## src/rtl/pixclust_pkg.sv

```systemverilog
// Shared constants and types for the cluster finder.
// Assumes 5-bit flash ADC samples and a 7x7 marking window.
package pixclust_pkg;
    localparam int PIX_W     = 5;
    localparam int SUM_W     = PIX_W + 2;
    localparam int WIN_HALF  = 3;
    localparam int LAG_ROWS  = WIN_HALF + 1;
    localparam int HIST_ROWS = 2 * WIN_HALF;
    typedef logic [PIX_W-1:0] pix_t;
endpackage

```

## src/rtl/pixclust_kernel.sv

```systemverilog
// Forms every 2x2 sum from the current and previous rows, thresholds each one,
// and dilates the hits horizontally by WIN_HALF columns with edge clipping.
// Assumes NCOLS >= 2; output is zero when enable is low.
module pixclust_kernel
    import pixclust_pkg::*;
#(
    parameter int NCOLS = 16
) (
    input  logic [NCOLS*PIX_W-1:0] cur_row,
    input  logic [NCOLS*PIX_W-1:0] prev_row,
    input  logic [SUM_W-1:0]       thresh,
    input  logic                   enable,
    output logic [NCOLS-1:0]       hit_mask
);
    logic [NCOLS-2:0] fire;

    for (genvar k = 0; k < NCOLS - 1; k++) begin : g_sum
        logic [SUM_W-1:0] sum;
        // Purpose: 2x2 sum over columns k, k+1 of both rows.
        always_comb begin
            sum = SUM_W'(cur_row[k*PIX_W +: PIX_W])
                + SUM_W'(cur_row[(k+1)*PIX_W +: PIX_W])
                + SUM_W'(prev_row[k*PIX_W +: PIX_W])
                + SUM_W'(prev_row[(k+1)*PIX_W +: PIX_W]);
        end
        assign fire[k] = enable && (sum > thresh);
    end

    for (genvar j = 0; j < NCOLS; j++) begin : g_dil
        logic acc;
        // Purpose: OR of the hits whose window covers column j.
        always_comb begin
            acc = 1'b0;
            for (int k = 0; k < NCOLS - 1; k++) begin
                if ((k >= j - WIN_HALF) && (k <= j + WIN_HALF)) begin
                    acc = acc | fire[k];
                end
            end
        end
        assign hit_mask[j] = acc;
    end
endmodule

```

## src/rtl/pixclust_linebuf.sv

```systemverilog
// Delays pixel rows by LAG_ROWS steps and keeps the last HIST_ROWS dilated hit
// masks. The mark for the row leaving the buffer is the OR of the current mask
// and the whole history, i.e. the vertical dilation.
// Assumes the caller zeroes in_mask on steps that form no sum.
module pixclust_linebuf
    import pixclust_pkg::*;
#(
    parameter int NCOLS = 16
) (
    input  logic                   clk,
    input  logic                   rst_n,
    input  logic                   clear,
    input  logic                   step,
    input  logic [NCOLS*PIX_W-1:0] in_row,
    input  logic [NCOLS-1:0]       in_mask,
    output logic [NCOLS*PIX_W-1:0] prev_row,
    output logic [NCOLS*PIX_W-1:0] emit_row,
    output logic [NCOLS-1:0]       emit_mask
);
    logic [NCOLS*PIX_W-1:0] rows [LAG_ROWS];
    logic [NCOLS-1:0]       hist [HIST_ROWS];

    // Purpose: shift the pixel rows and hit masks on every row step.
    always_ff @(posedge clk) begin
        if (!rst_n || clear) begin
            for (int i = 0; i < LAG_ROWS; i++) rows[i] <= '0;
            for (int i = 0; i < HIST_ROWS; i++) hist[i] <= '0;
        end else if (step) begin
            rows[0] <= in_row;
            for (int i = 1; i < LAG_ROWS; i++) rows[i] <= rows[i-1];
            hist[0] <= in_mask;
            for (int i = 1; i < HIST_ROWS; i++) hist[i] <= hist[i-1];
        end
    end

    assign prev_row = rows[0];
    assign emit_row = rows[LAG_ROWS-1];

    // Purpose: merge all masks whose window reaches the outgoing row.
    always_comb begin
        emit_mask = in_mask;
        for (int i = 0; i < HIST_ROWS; i++) emit_mask = emit_mask | hist[i];
    end
endmodule

```

## src/rtl/pixclust_scan.sv

```systemverilog
// Turns one marked row into sparse records, lowest column first, one per cycle.
// A record that meets a full FIFO is dropped; bits still pending when a new row
// loads are dropped too. Both report through lost.
module pixclust_scan
    import pixclust_pkg::*;
#(
    parameter int NCOLS = 16,
    parameter int ROW_W = 4,
    localparam int COL_W = $clog2(NCOLS)
) (
    input  logic                   clk,
    input  logic                   rst_n,
    input  logic                   clear,
    input  logic                   load,
    input  logic [NCOLS-1:0]       load_mask,
    input  logic [ROW_W-1:0]       load_row,
    input  logic [NCOLS*PIX_W-1:0] load_vals,
    input  logic                   fifo_full,
    output logic                   busy,
    output logic                   push,
    output logic [ROW_W-1:0]       push_row,
    output logic [COL_W-1:0]       push_col,
    output pix_t                   push_val,
    output logic                   lost
);
    logic [NCOLS-1:0]       mask;
    logic [NCOLS*PIX_W-1:0] vals;
    logic [ROW_W-1:0]       row;
    logic [COL_W-1:0]       pick;
    logic                   found;
    logic [NCOLS-1:0]       rest;

    // Purpose: priority-encode the lowest marked column.
    always_comb begin
        pick  = '0;
        found = 1'b0;
        for (int i = 0; i < NCOLS; i++) begin
            if (mask[i] && !found) begin
                pick  = COL_W'(i);
                found = 1'b1;
            end
        end
    end

    assign busy     = |mask;
    assign rest     = mask & ~(NCOLS'(1) << pick);
    assign push     = busy && !fifo_full;
    assign push_row = row;
    assign push_col = pick;
    assign push_val = vals[pick*PIX_W +: PIX_W];
    assign lost     = (busy && fifo_full) || (load && (|rest));

    // Purpose: hold the row being scanned and retire one bit per cycle.
    always_ff @(posedge clk) begin
        if (!rst_n || clear) begin
            mask <= '0;
            vals <= '0;
            row  <= '0;
        end else if (load) begin
            mask <= load_mask;
            vals <= load_vals;
            row  <= load_row;
        end else if (busy) begin
            mask <= rest;
        end
    end
endmodule

```

## src/rtl/pixclust_fifo.sv

```systemverilog
// Synchronous FIFO with valid/ready read side. Assumes DEPTH is a power of two
// and that the writer never writes while full.
module pixclust_fifo #(
    parameter int W     = 16,
    parameter int DEPTH = 8,
    localparam int PTR_W = $clog2(DEPTH)
) (
    input  logic         clk,
    input  logic         rst_n,
    input  logic         wr_en,
    input  logic [W-1:0] wr_data,
    output logic         full,
    output logic         rd_valid,
    input  logic         rd_ready,
    output logic [W-1:0] rd_data
);
    logic [W-1:0]     mem [DEPTH];
    logic [PTR_W-1:0] wr_ptr, rd_ptr;
    logic [PTR_W:0]   count;
    logic             do_wr, do_rd;

    assign full     = (count == (PTR_W+1)'(DEPTH));
    assign rd_valid = (count != '0);
    assign rd_data  = mem[rd_ptr];
    assign do_wr    = wr_en && !full;
    assign do_rd    = rd_valid && rd_ready;

    // Purpose: store written entries.
    always_ff @(posedge clk) begin
        if (do_wr) mem[wr_ptr] <= wr_data;
    end

    // Purpose: advance pointers and occupancy.
    always_ff @(posedge clk) begin
        if (!rst_n) begin
            wr_ptr <= '0;
            rd_ptr <= '0;
            count  <= '0;
        end else begin
            if (do_wr) wr_ptr <= wr_ptr + 1'b1;
            if (do_rd) rd_ptr <= rd_ptr + 1'b1;
            if (do_wr && !do_rd)      count <= count + 1'b1;
            else if (!do_wr && do_rd) count <= count - 1'b1;
        end
    end
endmodule

```

## src/rtl/pixclust_top.sv

```systemverilog
// Column-parallel cluster finder: 2x2 threshold search, 7x7 marking window,
// line-buffered release and sparse readout through a FIFO.
// Assumes NROWS > 4, rows spaced by at least NCOLS+1 cycles for lossless
// readout, and frame_start not issued while the end-of-frame release runs.
module pixclust_top
    import pixclust_pkg::*;
#(
    parameter int NCOLS      = 16,
    parameter int NROWS      = 64,
    parameter int FIFO_DEPTH = 8,
    localparam int ROW_W = $clog2(NROWS),
    localparam int COL_W = $clog2(NCOLS),
    localparam int CNT_W = $clog2(NROWS + LAG_ROWS + 1),
    localparam int REC_W = ROW_W + COL_W + PIX_W
) (
    input  logic                   clk,
    input  logic                   rst_n,
    input  logic                   frame_start,
    input  logic                   row_valid,
    input  logic [NCOLS*PIX_W-1:0] row_data,
    input  logic [SUM_W-1:0]       thresh,
    output logic                   out_valid,
    input  logic                   out_ready,
    output logic [ROW_W-1:0]       out_row,
    output logic [COL_W-1:0]       out_col,
    output logic [PIX_W-1:0]       out_val,
    output logic                   overflow
);
    localparam logic [CNT_W-1:0] LAST_C = CNT_W'(NROWS - 1);
    localparam logic [CNT_W-1:0] ROWS_C = CNT_W'(NROWS);
    localparam logic [CNT_W-1:0] LAG_C  = CNT_W'(LAG_ROWS);
    localparam int               FL_W   = $clog2(LAG_ROWS + 1);

    logic [CNT_W-1:0]       step_cnt;
    logic [FL_W-1:0]        flush_cnt;
    logic                   step_real, step_virt, step, load;
    logic                   scan_busy, scan_push, scan_lost, fifo_full;
    logic [NCOLS-1:0]       hit_mask, emit_mask;
    logic [NCOLS*PIX_W-1:0] prev_row, emit_row, buf_in;
    logic [ROW_W-1:0]       push_row;
    logic [COL_W-1:0]       push_col;
    pix_t                   push_val;
    logic [REC_W-1:0]       rd_rec;

    assign step_real = row_valid && !frame_start && (step_cnt < ROWS_C);
    assign step_virt = !frame_start && (flush_cnt != '0) && !scan_busy;
    assign step      = step_real || step_virt;
    assign load      = step && (step_cnt >= LAG_C);
    assign buf_in    = step_real ? row_data : '0;

    // Purpose: count row steps and run the end-of-frame release.
    always_ff @(posedge clk) begin
        if (!rst_n || frame_start) begin
            step_cnt  <= '0;
            flush_cnt <= '0;
        end else begin
            if (step) step_cnt <= step_cnt + 1'b1;
            if (step_real && (step_cnt == LAST_C)) flush_cnt <= FL_W'(LAG_ROWS);
            else if (step_virt)                    flush_cnt <= flush_cnt - 1'b1;
        end
    end

    // Purpose: sticky record-loss flag.
    always_ff @(posedge clk) begin
        if (!rst_n)         overflow <= 1'b0;
        else if (scan_lost) overflow <= 1'b1;
    end

    pixclust_kernel #(.NCOLS(NCOLS)) u_kernel (
        .cur_row  (row_data),
        .prev_row (prev_row),
        .thresh   (thresh),
        .enable   (step_real && (step_cnt != '0)),
        .hit_mask (hit_mask)
    );

    pixclust_linebuf #(.NCOLS(NCOLS)) u_linebuf (
        .clk       (clk),
        .rst_n     (rst_n),
        .clear     (frame_start),
        .step      (step),
        .in_row    (buf_in),
        .in_mask   (hit_mask),
        .prev_row  (prev_row),
        .emit_row  (emit_row),
        .emit_mask (emit_mask)
    );

    pixclust_scan #(.NCOLS(NCOLS), .ROW_W(ROW_W)) u_scan (
        .clk       (clk),
        .rst_n     (rst_n),
        .clear     (frame_start),
        .load      (load),
        .load_mask (emit_mask),
        .load_row  (ROW_W'(step_cnt - LAG_C)),
        .load_vals (emit_row),
        .fifo_full (fifo_full),
        .busy      (scan_busy),
        .push      (scan_push),
        .push_row  (push_row),
        .push_col  (push_col),
        .push_val  (push_val),
        .lost      (scan_lost)
    );

    pixclust_fifo #(.W(REC_W), .DEPTH(FIFO_DEPTH)) u_fifo (
        .clk      (clk),
        .rst_n    (rst_n),
        .wr_en    (scan_push),
        .wr_data  ({push_row, push_col, push_val}),
        .full     (fifo_full),
        .rd_valid (out_valid),
        .rd_ready (out_ready),
        .rd_data  (rd_rec)
    );

    assign {out_row, out_col, out_val} = rd_rec;
endmodule

```

## config.mk

```make
export PLATFORM = sky130hd
export DESIGN_NAME = pixclust_top
export DESIGN_NICKNAME = d
export VERILOG_FILES = /design/src/rtl/pixclust_pkg.sv /design/src/rtl/pixclust_kernel.sv /design/src/rtl/pixclust_linebuf.sv /design/src/rtl/pixclust_scan.sv /design/src/rtl/pixclust_fifo.sv /design/src/rtl/pixclust_top.sv
export SDC_FILE = /design/constraint.sdc
export NUM_CORES = 1
export LEC_CHECK = 0
export BUFFER_PORTS_ARGS = -buffer_cell sky130_fd_sc_hd__buf_2
export CORE_AREA = 2 2 300 302
export DETAILED_ROUTE_END_ITERATION = 16
export DIE_AREA = 0 0 302 304
export PLACE_DENSITY = 0.64
export SYNTH_ARGS = -nofsm -noshare
export SYNTH_HDL_FRONTEND = slang
export SYNTH_SLANG_ARGS = --single-unit
```

## constraint.sdc

```tcl
create_clock -name clk -period 25.8 [get_ports clk]
set_input_delay 5.16 -clock clk [delete_from_list [all_inputs] [get_ports clk]]
set_output_delay 5.16 -clock clk [all_outputs]
set_load 0.01 [all_outputs]
```

==> results of run 1 <==
[through the flow]
stage	hold WS, ns	cell area [µm²]	instances	worst slack, ns	util
final	0.452	39500	4307	16.05	0.443
after global routing	0.467	39500	4307	15.86	0.443
after CTS	0.454	39500	4307	16.22	0.443
after detailed placement	0.446	37100	4174	15.60	0.417
after global placement	0.442	37100	4174	15.71	0.417
after floorplan	0.432	35200	2971	10.36	-
[placed cells by master, fill, tap and decap left out, types with 106 or more instances in the layout]
| cell | n |
|---|---|
| a21oi_1 | 190 |
| buf_2 | 108 |
| inv_1 | 308 |
| edfxtp_1 | 536 |
| dfxtp_1 | 124 |
| and2_1 | 241 |
| fa_1 | 106 |
| ha_1 | 267 |
| nor2_1 | 150 |
| nand2_1 | 209 |
[power groups by stage]
| stage | Combinational (mW) | Sequential [mW] | Clock, mW |
|---|---|---|---|
| 2_1_floorplan | 0.445 | 1.24 | 0 |
| 3_3_place_gp | 0.557 | 1.23 | 0 |
| 3_5_place_dp | 0.572 | 1.23 | 0 |
| 4_1_cts | 0.577 | 1.21 | 1.04 |
| 5_1_grt | 0.664 | 1.21 | 1.09 |
| 6_report | 0.571 | 1.21 | 1.02 |
[state kept, by name (all words and copies together) (netlist names), 4 cells and up, named ones only]
register	count
u_linebuf.rows	320
u_scan.mask	16
u_fifo.mem	120
u_scan.push_row	6
u_linebuf.hist	96
u_fifo.count	4
step_cnt	7
u_scan.vals	80
[layer usage]
metal	vias to the layer above	GRT usage	share of wire
met3	119	0.0251	0.045
li1	10570	-	-
met4	0	0.0489	0.024
met1	10506	0.232	0.46
met2	420	0.273	0.47
met5	-	0	0
[cell type report]
type	instances	area (µm²)
clock inverter	35	288
inverter	310	1170
clock buffer	98	2050
timing repair buffer	135	756
sequential	662	18600
fill	8182	49600
multi-input combinational	1891	15100
tap	1176	1470
[synthesized netlist by cell type (44+ instances only)]
cell type	count
edfxtp_1	536
inv_1	308
ha_1	267
and2_1	241
nand2_1	211
a21oi_1	190
nor2_1	152
dfxtp_1	126
fa_1	106
and3_1	83
a21o_1	79
clkbuf_1	69
xnor2_1	61
o21ai_0	60
nor2b_1	48
xor2_1	44
[worst paths after layout]
path / startpoint / endpoint / slack, ns / depth (start not counted)
setup / recovery: rst_n / u_linebuf.rows[2][8] / 16.05 / 8
hold reg to reg: u_scan.vals[33] / u_scan.vals[33] / 0.45 / 2
setup reg to reg: u_scan.mask[0] / u_linebuf.rows[2][8] / 20.27 / 7
hold / removal: u_scan.vals[33] / u_scan.vals[33] / 0.45 / 2
[cell families after synthesis]
logic type | count (synthesis)
simple gates | 902
flops | 662
compound gates | 433
buf+inv | 418
fa+ha+maj | 375
xor+xnor | 105
mux | 76
[critical path: cells and delay by family]
family	cells	cell delay, ns
simple gates	2	1.45
buf+inv	6	2.95
==> flow_summary_export.csv, run 1 <==
group,metric,value,unit
power_and_ir_drop,combinationalPowerShare,0.204,
route,vias_per_cell,5.02,
worst_hold_path,hp-class,"reg2reg",
power_and_ir_drop,seqPwrFrac,0.432,
floorplan,initial_core_util,0.396,
floorplan,die_w,302,µm
synthesis,synth-seq-cells,662,
synthesis,synthTopCellsByArea,"edfxtp_1, ha_1, dfxtp_1",
critical_path,critical_path.max_fanout,152,
power_and_ir_drop,power,2.80,mW
critical_path,path_cells,"buf_2 > buf_4 > clkinv_1 > nor2_1 > nand2_4 > buf_4 > buf_12 > buf_4",
grt,grt_pass1_wl,121000,µm
floorplan,die-area,91800,µm²
power_and_ir_drop,switching_power,0.755,mW
timing,period_share,0.378,
timing,finalCriticalPeriod,9.75,ns
route,ant_nets,0,
synthesis,synthAdderAreaFrac,0.156,
critical_path,startpoint_type,"primary input",
synthesis,synth_mux_area_frac,0.0329,
clock_network,clock_path_buffers,3,
grt,track_usage,0.168,
placement,dp_hpwl,51800,µm
critical_path,end_kind,"flip-flop",
route,wl,75800,µm
timing,max-slew-margin-rel,0.234,
grt,antenna_found_initial,0,
synthesis,yosysTopAreaCell,"edfxtp_1",
route,wl_per_cell,17.6,µm
cells_and_area,diodes,0,
grt,grt_max_degree,153,
clock_network,tritoncts,"built",
critical_path,cp_common_cell,"buf_4",
route,drt_pass1_iterations,7,
power_and_ir_drop,power_frac_clock,0.364,
critical_path,cp_data_arrival_time,9.99,ns
synthesis,yosysUniqueCellTypes,71,
route,drc_errors,0,
floorplan,die_y,304,µm
timing,clock_skew,0.0303,ns
critical_path,max_stage_delay,0.84,ns
clock_network,cts.sink_count,662,
synthesis,ys.flop_type,"edfxtp_1",
power_and_ir_drop,swShare,0.270,
floorplan,ioPinCount,109,
synthesis,synth_simple_gate_area_share,0.134,
synthesis,ys_async_sr_fraction,0,
floorplan,row_count,110,
cells_and_area,final_nets,3538,
run_status,status,"completed",
timing,finalHoldViolCount,0,
synthesis,synth_cells,2971,
power_and_ir_drop,intPower,2.04,mW
clock_network,htreeDepth,3,
floorplan,core,89000,µm²
timing,setup_tns,0,ns
power_and_ir_drop,ir_drop,0.0000501,V
synthesis,ys_warn_count,0,
timing,slew_viol_final,0,
synthesis,yosysSeqAreaShare,0.528,
clock_network,numCtsBuffers,73,
clock_network,root_buffer,"clkbuf_16",
placement,port_buffers,108,
route,drt-initial-drc-count,1408,
clock_network,post_cts_buffers,0,
synthesis,avgSynthCellArea,11.9,µm²
power_and_ir_drop,leakagePower,16.7,nW
timing,tightest_slew,1.13,ns
timing,max_clock_freq,103,MHz
synthesis,synth_compound_area_frac,0.0765,
synthesis,netlist_area,35200,µm²
clock_network,clk_pin_slew,0.06,ns
clock_network,cts_resized,0,
clock_network,cts_hold_buf,0,
synthesis,synth_xor_area_frac,0.0261,
critical_path,critPathKind,"in2reg",
route,dr_total_vias,21615,
synthesis,synthDominantCellAreaShare,0.457,
timing,setup_violations,0,
critical_path,cp_slowest_cell,"nor2_1",
clock_network,worstSkewPairLatency,0.61,ns
cells_and_area,drive_above_1_share,0.103,
power_and_ir_drop,power.density,71.0,nW/µm²
run,max-cap-violations,0,
synthesis,synth-edff-count,536,
synthesis,syn-num-nets,3436,
grt,overflow,0,
synthesis,synth_top_family_by_area,"adder cells",
timing,rsz0062_at_grt,"false",
placement,gp_congestion,0.788,
grt,grt_pass1_vias,21641,
cells_and_area,area_growth,12.0,%
critical_path,crit_required,26.04,ns
Note: power is estimated with default switching activity, not from simulation.
==> run 2, diff against run 1 <==
Clock period 25.8 ns to 9.6 ns, I/O delays scaled along.
==> run 2 against run 1 <==
Net effect:
- clock power increased to 2.8 times the previous value
- setup slack got worse by 13 ns
- clock skew shrank 0.0022 ns
- critical path type unchanged
- flip-flop and latch count unchanged
- clock-buffer cell count is 4 lower
- die area stayed put
- sequential power grew to 2.7 times the previous value
- via count hardly changed
- wire length rose by 1.3%
- largest cell class unchanged
- critical path depth rose by 12
==> flow_summary_export.csv, run 2 (same netlist as run 1, synthesis figures left out) <==
group,metric,value,unit
critical_path,critPathKind,"in2reg",
route,wl_per_cell,17.8,µm
route,wl,76800,µm
timing,clock_skew,0.0281,ns
floorplan,die_w,302,µm
grt,track_usage,0.170,
power_and_ir_drop,ir_drop,0.000121,V
timing,worst_slack,3.32,ns
cells_and_area,drive_above_1_share,0.103,
clock_network,tritoncts,"built",
critical_path,crit_required,9.95,ns
floorplan,ioPinCount,109,
floorplan,die-area,91800,µm²
cells_and_area,final_nets,3537,
placement,gp_congestion,0.809,
clock_network,htreeDepth,3,
clock_network,numCtsBuffers,72,
timing,period_share,0.654,
timing,max-slew-margin-rel,0.213,
critical_path,path_cells,"buf_2 > ha_1 > fa_1 > inv_1 > fa_1 > inv_1 > ha_1 > inv_1 > fa_1 > inv_1 > a21o_1 > a21oi_1 > xnor2_1 > ha_1 > a21o_1 > a21o_1 > o311ai_0 > and3_1 > nor4b_1 > nor2_1",
timing,setup_violations,0,
cells_and_area,layout_commonest_cell,"edfxtp_1",
critical_path,cp_slowest_cell,"o311ai_0",
clock_network,clock_path_buffers,3,
route,drt-initial-drc-count,1447,
cells_and_area,mostFrequentLayoutCells,"edfxtp_1, inv_1, ha_1",
timing,slew_viol_final,0,
placement,port_buffers,108,
floorplan,die_y,304,µm
critical_path,cp_common_cell,"inv_1",
critical_path,startpoint_type,"primary input",
grt,antenna_found_initial,3,
power_and_ir_drop,power.density,193,nW/µm²
power_and_ir_drop,leakagePower,16.7,nW
floorplan,initial_core_util,0.396,
floorplan,row_count,110,
clock_network,post_cts_buffers,0,
timing,max_clock_freq,159,MHz
grt,grt_max_degree,134,
critical_path,reg2reg_slack,4.96,ns
clock_network,root_buffer,"clkbuf_16",
route,ant_nets,0,
timing,tightest_slew,1.18,ns
critical_path,critical_path.max_fanout,4,
cells_and_area,largest_register_ffs,320,
placement,dp_hpwl,52300,µm
grt,grt_pass1_vias,21376,
clock_network,cts_hold_buf,0,
timing,finalHoldViolCount,0,
route,dr_total_vias,21598,
route,vias_per_cell,5.02,
placement,dpl_worst_slack,2.70,ns
timing,setup_tns,0,ns
timing,finalCriticalPeriod,6.28,ns
clock_network,worstSkewPairLatency,0.62,ns
cells_and_area,area_growth,12.3,%
critical_path,end_kind,"flip-flop",
critical_path,cp_data_arrival_time,6.63,ns
clock_network,cts.sink_count,662,
critical_path,max_stage_delay,0.92,ns
clock_network,clk_pin_slew,0.06,ns
route,drc_errors,0,
clock_network,cts_resized,0,
grt,grt_pass1_wl,121000,µm
route,drt_pass1_iterations,5,
timing,rsz0062_at_grt,"false",
cells_and_area,largest-register,"u_linebuf.rows",
grt,overflow,0,
floorplan,core,89000,µm²
worst_hold_path,hp-class,"reg2reg",
run,max-cap-violations,0,
cells_and_area,largestRegisters,"u_linebuf.rows (320), u_fifo.mem (120), u_linebuf.hist (96)",
run_status,status,"completed",
## run 2: cell types whose count changed in the layout (fill, tap and decap cells not counted), moves of 2 or more
cell | before | now
clkbuf_8 | 9 | 2
clkbuf_16 | 75 | 79
clkinvlp_4 | 6 | 2
bufinv_16 | 3 | 6
clkinv_8 | 1 | 3
## run 2: through the flow
stage	instances	power, mW	hold WS (ns)	cell area [µm²]	util
after floorplan	2971	4.49	0.432	35200	-
after global routing	4306	8.06	0.466	39600	0.444
final	4306	7.64	0.450	39600	0.444
after global placement	4174	4.80	0.441	37100	0.417
after detailed placement	4174	4.84	0.446	37100	0.417
after CTS	4305	7.72	0.454	39600	0.444
## run 2: report_power, final
group	switching [mW]	internal (mW)
logic	0.812	0.700
registers	0.0661	3.20
clock network	1.17	1.69
## run 2: layout make-up
type / instances / area, µm²
Timing Repair Buffer: 135 / 743
Antenna cell: 1 / 2.50
Tap cell: 1176 / 1470
Fill cell: 8096 / 49500
Sequential cell: 662 / 18600
Multi-Input combinational cell: 1891 / 15100
Inverter: 310 / 1170
Clock inverter: 37 / 400
Clock buffer: 94 / 2050
## run 2: routing by layer
metal | vias up | wire [µm] | track usage
met4 | 2 | 1730 | 0.0505
li1 | 10573 | - | -
met3 | 102 | 3400 | 0.0254
met5 | - | 13 | 0
met2 | 378 | 37300 | 0.283
met1 | 10543 | 34300 | 0.229
## run 2: worst paths after layout
kind	cells past startpoint	endpoint	from
min	2	u_scan.vals[78]	u_scan.vals[78]
min reg2reg	2	u_scan.vals[78]	u_scan.vals[78]
max reg2reg	17	u_linebuf.hist[0][10]	u_linebuf.rows[0][51]
max	20	u_linebuf.hist[0][10]	row_data[45]
## run 2: worst max-delay path: cells and delay by family
kind / cells / cell delay [ns]
buffers and inverters: 5 / 0.37
adders and majority gates: 6 / 1.96
xor gates and xnor gates: 1 / 0.16
AOI/OAI and AO/OA: 5 / 1.44
and+or+nand+nor: 3 / 0.78
